==> src/rtl/ea_pkg.sv <==
package ea_pkg;
  localparam int unsigned FIELD_W = 3;

  typedef enum logic [1:0] {
    DISP_NONE = 2'd0,
    DISP_BYTE = 2'd1,
    DISP_WORD = 2'd2
  } disp_kind_e;

  typedef struct packed {
    logic               base_en;
    logic [FIELD_W-1:0] base_sel;
    logic               idx_en;
    logic [FIELD_W-1:0] idx_sel;
    logic [1:0]         scale;
    disp_kind_e         disp_kind;
    logic               is_reg;
    logic               bad_index;
  } ea_ctrl_t;
endpackage

==> src/rtl/ea_decode.sv <==
module ea_decode
  import ea_pkg::*;
(
  input  logic [1:0]         mode,
  input  logic [FIELD_W-1:0] rm,
  input  logic [7:0]         sib,
  output ea_ctrl_t           ctrl
);
  localparam logic [FIELD_W-1:0] CODE_SIB  = 3'd4;
  localparam logic [FIELD_W-1:0] CODE_NOBR = 3'd5;

  logic [FIELD_W-1:0] sib_base;
  logic [FIELD_W-1:0] sib_idx;

  assign sib_base = sib[2:0];
  assign sib_idx  = sib[5:3];

  always_comb begin
    ctrl           = '0;
    ctrl.disp_kind = DISP_NONE;
    if (mode == 2'b11) begin
      ctrl.is_reg = 1'b1;
    end else if (rm == CODE_SIB) begin
      ctrl.base_sel  = sib_base;
      ctrl.base_en   = !((mode == 2'b00) && (sib_base == CODE_NOBR));
      ctrl.idx_sel   = sib_idx;
      ctrl.idx_en    = (sib_idx != CODE_SIB);
      ctrl.bad_index = (sib_idx == CODE_SIB);
      ctrl.scale     = sib[7:6];
      unique case (mode)
        2'b00:   ctrl.disp_kind = ctrl.base_en ? DISP_NONE : DISP_WORD;
        2'b01:   ctrl.disp_kind = DISP_BYTE;
        default: ctrl.disp_kind = DISP_WORD;
      endcase
    end else if ((mode == 2'b00) && (rm == CODE_NOBR)) begin
      ctrl.disp_kind = DISP_WORD;
    end else begin
      ctrl.base_en  = 1'b1;
      ctrl.base_sel = rm;
      unique case (mode)
        2'b00:   ctrl.disp_kind = DISP_NONE;
        2'b01:   ctrl.disp_kind = DISP_BYTE;
        default: ctrl.disp_kind = DISP_WORD;
      endcase
    end
  end
endmodule

==> src/rtl/ea_sum.sv <==
module ea_sum
  import ea_pkg::*;
#(
  parameter int unsigned DATA_W = 32,
  parameter int unsigned NREG   = 8
) (
  input  logic [NREG*DATA_W-1:0] gpr_flat,
  input  logic                   base_en,
  input  logic [FIELD_W-1:0]     base_sel,
  input  logic                   idx_en,
  input  logic [FIELD_W-1:0]     idx_sel,
  input  logic [1:0]             scale,
  input  disp_kind_e             disp_kind,
  input  logic [DATA_W-1:0]      disp,
  output logic [DATA_W-1:0]      addr
);
  logic [DATA_W-1:0] regs [NREG];
  logic [DATA_W-1:0] base_val;
  logic [DATA_W-1:0] idx_val;
  logic [DATA_W-1:0] disp_val;

  for (genvar g = 0; g < NREG; g++) begin : g_unpack
    assign regs[g] = gpr_flat[g*DATA_W +: DATA_W];
  end

  always_comb begin
    base_val = base_en ? regs[base_sel] : '0;
    idx_val  = idx_en ? (regs[idx_sel] << scale) : '0;
    unique case (disp_kind)
      DISP_BYTE: disp_val = {{(DATA_W-8){disp[7]}}, disp[7:0]};
      DISP_WORD: disp_val = disp;
      default:   disp_val = '0;
    endcase
    addr = base_val + idx_val + disp_val;
  end
endmodule

==> src/rtl/ea_outreg.sv <==
module ea_outreg
  import ea_pkg::*;
#(
  parameter int unsigned DATA_W = 32
) (
  input  logic               clk,
  input  logic               rst_n,
  input  logic               in_valid,
  input  logic               d_is_reg,
  input  logic [FIELD_W-1:0] d_rm,
  input  logic [FIELD_W-1:0] d_reg,
  input  logic               d_dest,
  input  logic [DATA_W-1:0]  d_addr,
  input  logic               d_illegal,
  output logic               q_valid,
  output logic               q_is_reg,
  output logic [FIELD_W-1:0] q_rm,
  output logic [FIELD_W-1:0] q_reg,
  output logic               q_dest,
  output logic [DATA_W-1:0]  q_addr,
  output logic               q_illegal
);
  logic               n_is_reg, n_dest, n_illegal;
  logic [FIELD_W-1:0] n_rm, n_reg;
  logic [DATA_W-1:0]  n_addr;

  always_comb begin
    n_is_reg  = q_is_reg;
    n_rm      = q_rm;
    n_reg     = q_reg;
    n_dest    = q_dest;
    n_addr    = q_addr;
    n_illegal = q_illegal;
    if (in_valid) begin
      n_is_reg  = d_is_reg;
      n_rm      = d_rm;
      n_reg     = d_reg;
      n_dest    = d_dest;
      n_addr    = d_is_reg ? '0 : d_addr;
      n_illegal = d_illegal;
    end
  end

  always_ff @(posedge clk or negedge rst_n) begin
    if (!rst_n) begin
      q_valid   <= 1'b0;
      q_is_reg  <= 1'b0;
      q_rm      <= '0;
      q_reg     <= '0;
      q_dest    <= 1'b0;
      q_addr    <= '0;
      q_illegal <= 1'b0;
    end else begin
      q_valid   <= in_valid;
      q_is_reg  <= n_is_reg;
      q_rm      <= n_rm;
      q_reg     <= n_reg;
      q_dest    <= n_dest;
      q_addr    <= n_addr;
      q_illegal <= n_illegal;
    end
  end

  // data outputs hold when no new operand arrives
  a_r12_hold: assert property (@(posedge clk) disable iff (!rst_n)
    !in_valid |=> $stable(q_addr) && $stable(q_illegal) && $stable(q_is_reg));
endmodule

==> src/rtl/modrm_ea_unit.sv <==
module modrm_ea_unit
  import ea_pkg::*;
#(
  parameter int unsigned DATA_W = 32,
  parameter int unsigned NREG   = 8
) (
  input  logic                   clk,
  input  logic                   rst_n,
  input  logic                   in_valid,
  input  logic                   strict_mode,
  input  logic                   dir_bit,
  input  logic [7:0]             modrm_byte,
  input  logic [7:0]             sib_byte,
  input  logic [DATA_W-1:0]      disp_word,
  input  logic [NREG*DATA_W-1:0] gpr_flat,
  output logic                   out_valid,
  output logic                   out_is_reg,
  output logic [FIELD_W-1:0]     out_rm_num,
  output logic [FIELD_W-1:0]     out_reg_num,
  output logic                   out_reg_is_dest,
  output logic [DATA_W-1:0]      out_addr,
  output logic                   out_illegal
);
  ea_ctrl_t          ctrl;
  logic [DATA_W-1:0] sum_addr;

  ea_decode u_dec (
    .mode (modrm_byte[7:6]),
    .rm   (modrm_byte[2:0]),
    .sib  (sib_byte),
    .ctrl (ctrl)
  );

  ea_sum #(.DATA_W(DATA_W), .NREG(NREG)) u_sum (
    .gpr_flat  (gpr_flat),
    .base_en   (ctrl.base_en),
    .base_sel  (ctrl.base_sel),
    .idx_en    (ctrl.idx_en),
    .idx_sel   (ctrl.idx_sel),
    .scale     (ctrl.scale),
    .disp_kind (ctrl.disp_kind),
    .disp      (disp_word),
    .addr      (sum_addr)
  );

  ea_outreg #(.DATA_W(DATA_W)) u_out (
    .clk       (clk),
    .rst_n     (rst_n),
    .in_valid  (in_valid),
    .d_is_reg  (ctrl.is_reg),
    .d_rm      (modrm_byte[2:0]),
    .d_reg     (modrm_byte[5:3]),
    .d_dest    (dir_bit),
    .d_addr    (sum_addr),
    .d_illegal (strict_mode & ctrl.bad_index),
    .q_valid   (out_valid),
    .q_is_reg  (out_is_reg),
    .q_rm      (out_rm_num),
    .q_reg     (out_reg_num),
    .q_dest    (out_reg_is_dest),
    .q_addr    (out_addr),
    .q_illegal (out_illegal)
  );

  a_r12_latency: assert property (@(posedge clk) disable iff (!rst_n)
    in_valid |=> out_valid);
  a_r12_idle: assert property (@(posedge clk) disable iff (!rst_n)
    !in_valid |=> !out_valid);
  a_r2_reg_form: assert property (@(posedge clk) disable iff (!rst_n)
    (in_valid && modrm_byte[7:6] == 2'b11) |=> (out_is_reg && out_addr == '0));
  a_r5_disp_only: assert property (@(posedge clk) disable iff (!rst_n)
    (in_valid && modrm_byte[7:6] == 2'b00 && modrm_byte[2:0] == 3'd5)
      |=> (out_addr == $past(disp_word) && !out_is_reg));
  a_r9_lenient: assert property (@(posedge clk) disable iff (!rst_n)
    (in_valid && !strict_mode) |=> !out_illegal);
  a_r10_roles: assert property (@(posedge clk) disable iff (!rst_n)
    in_valid |=> (out_reg_is_dest == $past(dir_bit)));
endmodule

==> config.mk <==
export PLATFORM = sky130hd
export DESIGN_NAME = modrm_ea_unit
export DESIGN_NICKNAME = d
export VERILOG_FILES = /design/src/rtl/ea_pkg.sv /design/src/rtl/ea_decode.sv /design/src/rtl/ea_sum.sv /design/src/rtl/ea_outreg.sv /design/src/rtl/modrm_ea_unit.sv
export SDC_FILE = /design/constraint.sdc
export NUM_CORES = 1
export LEC_CHECK = 0
export BUFFER_PORTS_ARGS = -buffer_cell sky130_fd_sc_hd__buf_2
export CAP_MARGIN = 20
export CORE_MARGIN = 2
export CORE_UTILIZATION = 47
export CTS_CLUSTER_SIZE = 8
export DETAILED_ROUTE_END_ITERATION = 8
export PLACE_DENSITY_LB_ADDON = 0.3
export SETUP_SLACK_MARGIN = 0.4
export SLEW_MARGIN = 30
export SYNTH_ARGS = -nofsm -noshare
export SYNTH_HDL_FRONTEND = slang
export SYNTH_HIERARCHICAL = 1
export SYNTH_SLANG_ARGS = --single-unit
==> constraint.sdc <==
create_clock -name clk -period 0.8 [get_ports clk]
set_input_delay 0.04 -clock clk [delete_from_list [all_inputs] [get_ports clk]]
set_output_delay 0.04 -clock clk [all_outputs]
set_load 0.02 [all_outputs]
**After elaboration in Yosys (flattened, before gate mapping)**

Cells that the tools add are included.

- Bitwise operators: 3
- Mux-type cells: 22
- Shift-type cells: 1
- Eq/ne operators: 9
- $add $sub $neg: 2
- Reductions and logical operators: 4
- Order comparisons: 2

Operator list:

| cell | number |
|---|---|
| two-way mux 32 bit | 7 |
| binary-select mux 32 bit (select 3 bit) | 2 |
| adder 32 bit | 2 |
| case mux 32 bit (2 select lines) | 1 |
| left shift 32 x 2 -> 32 bit | 1 |
| == test 3 bit, second input constant | 4 |
| two-way mux 12 bit | 1 |
| >= comparator 4 bit, second input constant | 2 |
| two-way mux 4 bit | 2 |
| inverter 3 -> 4 bit | 2 |
| case mux 2 bit (2 select lines) | 2 |
| two-way mux 2 bit | 3 |
| two-way mux 6 bit | 1 |
| == test 2 x 1 -> 1 bit, second input constant | 2 |
| == test 2 bit, second input constant | 2 |
| two-way mux 1 bit | 3 |
| != test 3 bit, second input constant | 1 |
| logical AND 1 bit | 2 |
| logical NOT 2 bit | 1 |
| bitwise AND 1 bit | 1 |
| logical NOT 1 bit | 1 |

- Output and inout bits: 42
- Register bits after elaboration: 42
- Bits of input ports: 309
- Logic and storage cells: 50

**Longest topological paths before layout**

- Depth in word-level cells: 15
- Depth in mapped cells: 27
- Gate-level depth less buffers: 23

**Hierarchy**

The synthesis kept the hierarchy.

By module, submodules not included:

| module | area an instance (µm²) | times used | seq. area each (µm²) | cells each |
|---|---|---|---|---|
| ea_sum | 7,400.8 | 1 | 0.0 | 809 |
| ea_outreg | 1,757.9 | 1 | 1,051.0 | 158 |
| ea_decode | 203.9 | 1 | 0.0 | 26 |
| modrm_ea_unit | 6.3 | 1 | 0.0 | 1 |

**Least setup slack after synthesis**

OpenSTA, ideal clock, no wires.

- Kind: input-to-reg
- From: input modrm_byte[6]
- To: register u_out.q_addr[25]
- Library setup time: 0.083 ns
- Buffers on the path: 2
- Stages: 23
- Arrival: 4.948 ns
- Data required time: 0.717 ns
- Path slack: -4.231 ns
- Path through: nand2_2 > inv_2 > nor4b_4 > and2_2 > buf_6 > buf_2 > mux4_2 > mux2_2 > o21ai_0 > nor2_1 > fa_1 > ha_1 > fa_1 > a211oi_1 > o21ai_1 > o211ai_1 > o21ai_1 > o32ai_2 > o21bai_1 > or4_1 > nand4_1 > nand3b_1 > o21ai_0

RTL lines:

| item | RTL line | text |
|---|---|---|
| from (decl) | modrm_ea_unit.sv:12 | `input logic [7:0] modrm_byte,` |
| to (signal assigned) | ea_outreg.sv:59 | `q_addr <= n_addr;` |
| to (decl) | ea_outreg.sv:20 | `output logic [DATA_W-1:0] q_addr,` |

==> impl_metrics.prom <==
# TYPE chip_impl_metric gauge
chip_impl_info{name="synth_most_common_cell",value="sky130_fd_sc_hd__nand2_1"} 1
chip_impl_metric{name="timing.final.crit_share",unit="%"} 583
chip_impl_metric{name="timing.clock.skew",unit="ns"} 0
chip_impl_metric{name="dieHeight",unit="µm"} 145
chip_impl_metric{name="antenna_left",unit=""} 0
chip_impl_metric{name="slew_headroom",unit="%"} 63.7
chip_impl_info{name="violated_checks",value="hold timing, setup timing"} 1
chip_impl_metric{name="slowest_delay",unit="ns"} 0.50
chip_impl_metric{name="synthDominantCellAreaShare",unit="%"} 30.3
chip_impl_metric{name="layout.filler_cells",unit=""} 1437
chip_impl_info{name="crit_path_top_delay_cell",value="sky130_fd_sc_hd__mux4_2"} 1
chip_impl_metric{name="core_footprint",unit="mm²"} 0.0195
chip_impl_metric{name="finish.net_count",unit=""} 1897
chip_impl_info{name="crit_path_end_kind",value="flip-flop"} 1
chip_impl_metric{name="cap_viol_max_count",unit=""} 0
chip_impl_metric{name="timing.critical_path.fanout_max",unit=""} 6
chip_impl_metric{name="number_of_buffers_added_by_the_clock_tree_synthesis_step",unit=""} 5
chip_impl_metric{name="yosysUniqueCellTypes",unit=""} 59
chip_impl_metric{name="std_cell_rows",unit=""} 51
chip_impl_metric{name="largest_reg_flops",unit=""} 32
chip_impl_metric{name="clk-insertion-delay-late",unit="ns"} 0.28
chip_impl_metric{name="finalHoldViolCount",unit=""} 44
chip_impl_info{name="worst_hold_path_type",value="in2async"} 1
chip_impl_metric{name="reg2reg_slack",unit="ns"} -0.01
chip_impl_metric{name="ctsLongestPathBuffers",unit=""} 2
chip_impl_metric{name="fraction_of_final_layout_cells_sized_beyond_drive_strength_1",unit="%"} 60.2
chip_impl_metric{name="area_occupied_by_multi_input_gates",unit="mm²"} 0.00822
chip_impl_info{name="cts.root.buffer_cell",value="sky130_fd_sc_hd__clkbuf_16"} 1
chip_impl_metric{name="async_reset_ff_share",unit="%"} 100
chip_impl_metric{name="setup_violations",unit=""} 76
chip_impl_metric{name="drt_drc_violations_left",unit=""} 0
chip_impl_metric{name="cts.htree.levels",unit=""} 2
chip_impl_info{name="synth_ff_type",value="sky130_fd_sc_hd__dfrtp_1"} 1
chip_impl_metric{name="power_density",unit="mW/mm²"} 1110
chip_impl_metric{name="dpl-instance-area",unit="mm²"} 0.0132
chip_impl_metric{name="synth_enable_flop_cells",unit=""} 0
chip_impl_metric{name="power_leakage",unit="nW"} 6.73
chip_impl_metric{name="grt_first_pass_wirelength",unit="µm"} 53600
chip_impl_metric{name="start_util",unit="%"} 48.0
chip_impl_metric{name="globalplace.congestion",unit=""} 1.01
chip_impl_metric{name="syn_avg_cell_area",unit="µm²"} 9.43
chip_impl_info{name="synth_commonest_cells",value="137 x sky130_fd_sc_hd__nand2_1, 126 x sky130_fd_sc_hd__mux4_2, 96 x sky130_fd_sc_hd__inv_1"} 1
chip_impl_info{name="yosysTopAreaCell",value="sky130_fd_sc_hd__mux4_2"} 1
chip_impl_metric{name="drt-vias-per-instance",unit=""} 5.59
chip_impl_metric{name="placement.io_buffers",unit=""} 350
chip_impl_metric{name="number_of_storage_elements_in_the_synthesis_netlist",unit=""} 42
chip_impl_info{name="rr_endpoint",value="u_out/q_is_reg"} 1
chip_impl_metric{name="timing.final.max_slew_violations",unit=""} 0
chip_impl_metric{name="design.die.area",unit="mm²"} 0.0211
chip_impl_metric{name="routed_wirelength",unit="µm"} 35200
chip_impl_metric{name="timing.critical_path.arrival",unit="ns"} 4.87
chip_impl_metric{name="drt_pass1_iterations",unit=""} 5
chip_impl_metric{name="synth-seq-area-share",unit="%"} 11.2
chip_impl_metric{name="final_worst_setup_slack",unit="ns"} -3.86
chip_impl_info{name="crit_path_start_kind",value="input port"} 1
chip_impl_metric{name="layout-area-overhead-vs-synth",unit="%"} 54.5
chip_impl_info{name="clock_tree_from_tritoncts",value="built"} 1
chip_impl_metric{name="fmax",unit="MHz"} 215
chip_impl_metric{name="antenna_found_initial",unit=""} 13
chip_impl_metric{name="grt_overflow_total",unit=""} 0
chip_impl_info{name="worstReg2RegStart",value="u_out/q_is_reg"} 1
chip_impl_metric{name="cts_num_sinks",unit=""} 42
chip_impl_metric{name="postLayoutCellArea",unit="mm²"} 0.0145
chip_impl_info{name="result_of_the_run",value="complete, but fails checks"} 1
chip_impl_metric{name="wl_per_cell",unit="µm"} 19.5
chip_impl_metric{name="synth_fp_nets",unit=""} 1367
chip_impl_info{name="path_class",value="in2reg"} 1
chip_impl_metric{name="design.portCount",unit=""} 351
chip_impl_metric{name="worst_hold_slack",unit="ns"} -0.286
chip_impl_metric{name="drt_iter0_markers",unit=""} 521
chip_impl_metric{name="routed-via-count",unit=""} 10100
chip_impl_metric{name="ys_warn_count",unit=""} 6
chip_impl_metric{name="post_synth_instance_area",unit="mm²"} 0.00937
chip_impl_metric{name="fin_crit",unit="ns"} 4.66
chip_impl_metric{name="syn-instance-count",unit=""} 994
chip_impl_metric{name="first_global_vias",unit=""} 10400
chip_impl_metric{name="grt_max_degree",unit=""} 43
chip_impl_metric{name="rr_worst_depth",unit=""} 1
chip_impl_metric{name="worst_ir_drop_vdd",unit="V"} 0.00108
chip_impl_info{name="crit_path_cell_trace",value="buf_8 -> nand2_8 -> inv_6 -> nor4b_4 -> and2_4 -> buf_16 -> mux4_2 -> mux2_4 -> o21ai_2 -> nor2_2 -> fa_1 -> ha_2 -> fa_2 -> a211oi_4 -> o21ai_1 -> o211ai_1 -> o21ai_2 -> o32ai_4 -> o21bai_1 -> or4_1 -> nand4_1 -> nand3b_1 -> o21ai_1"} 1
chip_impl_metric{name="total_power",unit="mW"} 16.1
chip_impl_metric{name="seq_area",unit="mm²"} 0.00110
chip_impl_metric{name="floorplan.die.width",unit="µm"} 145
chip_impl_metric{name="dp.final_hpwl",unit="µm"} 28100
chip_impl_info{name="rsz0062_at_grt",value="true"} 1
chip_impl_metric{name="cts.reportedPaths.clkPinSlew",unit="ns"} 0.06
chip_impl_metric{name="grt_usage",unit="%"} 31.9
chip_impl_info{name="synth.area.top_cells",value="sky130_fd_sc_hd__mux4_2 30%, sky130_fd_sc_hd__dfrtp_1 11%, sky130_fd_sc_hd__fa_1 6.8%, sky130_fd_sc_hd__nand2_1 5.5%, sky130_fd_sc_hd__ha_1 4.3%"} 1
chip_impl_metric{name="worstMarginPinSlew",unit="ns"} 0.544
chip_impl_metric{name="worst_ep_required_time",unit="ns"} 1.01
-- cells by family (layout without fill, tap and decap cells) --
| family | Yosys count | count (layout) | share of synthesized area (%) |
|---|---|---|---|
| AO/OA/AOI/OAI | 188 | 188 | 12.7 |
| AND/OR/NAND/NOR | 298 | 298 | 15.0 |
| adder cells (fa/ha/maj) | 64 | 64 | 11.1 |
| XOR/XNOR | 28 | 28 | 2.62 |
| other | 0 | 13 | 0 |
| flip-flops | 42 | 42 | 11.2 |
| multiplexers | 202 | 202 | 40.1 |
| buffers and inverters | 172 | 703 | 7.33 |
-- routing by layer --
metal / vias up / GRT usage [%] / wire length (µm)
li1: 4698 / - / -
met1: 4874 / 40.1 / 14200
met2: 427 / 56.3 / 17700
met3: 73 / 3.90 / 2020
met4: 0 / 12.1 / 1250
met5: - / 0 / 0
-- placed cells by master (no fill, tap or decap), types with 6 or more instances in the layout --
cell / n
sky130_fd_sc_hd__a21oi_2: 11
sky130_fd_sc_hd__o21ai_1: 50
sky130_fd_sc_hd__a21oi_1: 15
sky130_fd_sc_hd__nor3_1: 6
sky130_fd_sc_hd__buf_4: 207
sky130_fd_sc_hd__o21a_1: 7
sky130_fd_sc_hd__mux2i_2: 15
sky130_fd_sc_hd__inv_2: 6
sky130_fd_sc_hd__nor2_1: 73
sky130_fd_sc_hd__diode_2: 13
sky130_fd_sc_hd__mux2i_1: 15
sky130_fd_sc_hd__o21ai_0: 10
sky130_fd_sc_hd__buf_2: 306
sky130_fd_sc_hd__nor2b_1: 7
sky130_fd_sc_hd__nand3b_1: 33
sky130_fd_sc_hd__a21o_1: 41
sky130_fd_sc_hd__mux2_4: 10
sky130_fd_sc_hd__nand2_1: 135
sky130_fd_sc_hd__ha_4: 10
sky130_fd_sc_hd__and2_1: 6
sky130_fd_sc_hd__o21ai_2: 14
sky130_fd_sc_hd__mux4_2: 126
sky130_fd_sc_hd__xor2_1: 8
sky130_fd_sc_hd__dfrtp_2: 39
sky130_fd_sc_hd__mux2_2: 30
sky130_fd_sc_hd__fa_1: 30
sky130_fd_sc_hd__ha_1: 21
sky130_fd_sc_hd__buf_12: 23
sky130_fd_sc_hd__xnor2_1: 14
sky130_fd_sc_hd__inv_1: 90
sky130_fd_sc_hd__buf_6: 59
sky130_fd_sc_hd__o211ai_1: 6
-- power by group --
| group | internal, mW | total [mW] | switching [mW] |
|---|---|---|---|
| Sequential | 2.62 | 2.94 | 0.322 |
| Combinational | 5.91 | 11.2 | 5.28 |
| Clock | 1.24 | 2.01 | 0.774 |
| Total | 9.76 | 16.1 | 6.37 |
-- timing repair --
action	4_1_cts	5_1_grt
buffers inserted	20	19
cloned	2	0
endpoints found under the hold margin	45	43
endpoints found under the setup margin	83	83
pin swaps	60	40
resized for setup	157	50
-- critical path: cells and delay by family --
family	cells	cell delay, ns
mux	2	0.82
simple gates	7	1.34
fa+ha+maj	3	1.03
buf+inv	3	0.29
compound gates	8	1.34
-- layout make-up --
type / instances / area share (%)
flip-flops and latches: 42 / 7.60
clock inverters: 1 / 0.0346
diodes: 13 / 0.225
repair buffers: 598 / 29.6
multi-input cells: 780 / 56.8
clock buffers: 7 / 0.985
inverters: 97 / 2.55
well taps: 265 / 2.29
-- worst max path at each step --
stage / cells after the start / from / slack, ns / endpoint
final: 23 / modrm_byte[6] / -3.86 / u_out/q_addr[25]
after global routing: 25 / modrm_byte[6] / -4.09 / u_out/q_addr[31]
after CTS: 25 / modrm_byte[6] / -3.75 / u_out/q_addr[25]
after detailed placement: 25 / modrm_byte[6] / -4.22 / u_out/q_addr[29]
after global placement: 25 / modrm_byte[6] / -4.14 / u_out/q_addr[31]
after floorplan: 23 / modrm_byte[6] / -3.82 / u_out/q_addr[31]
-- per-stage QoR --
step | util, % | hold WS (ns) | setup TNS (ns) | instances | setup slack [ns]
finish | 74.2 | -0.286 | -110.90 | 1803 | -3.86
global route | 74.1 | -0.266 | -117.28 | 1802 | -4.09
CTS | 72.2 | -0.276 | -108.09 | 1771 | -3.75
detailed placement | 67.8 | 0.0284 | -116.44 | 1741 | -4.22
global placement | 67.8 | 0.0266 | -114.64 | 1741 | -4.14
floorplan | - | -0.256 | -101.50 | 994 | -3.82
Power figures use the tool's default switching activity.
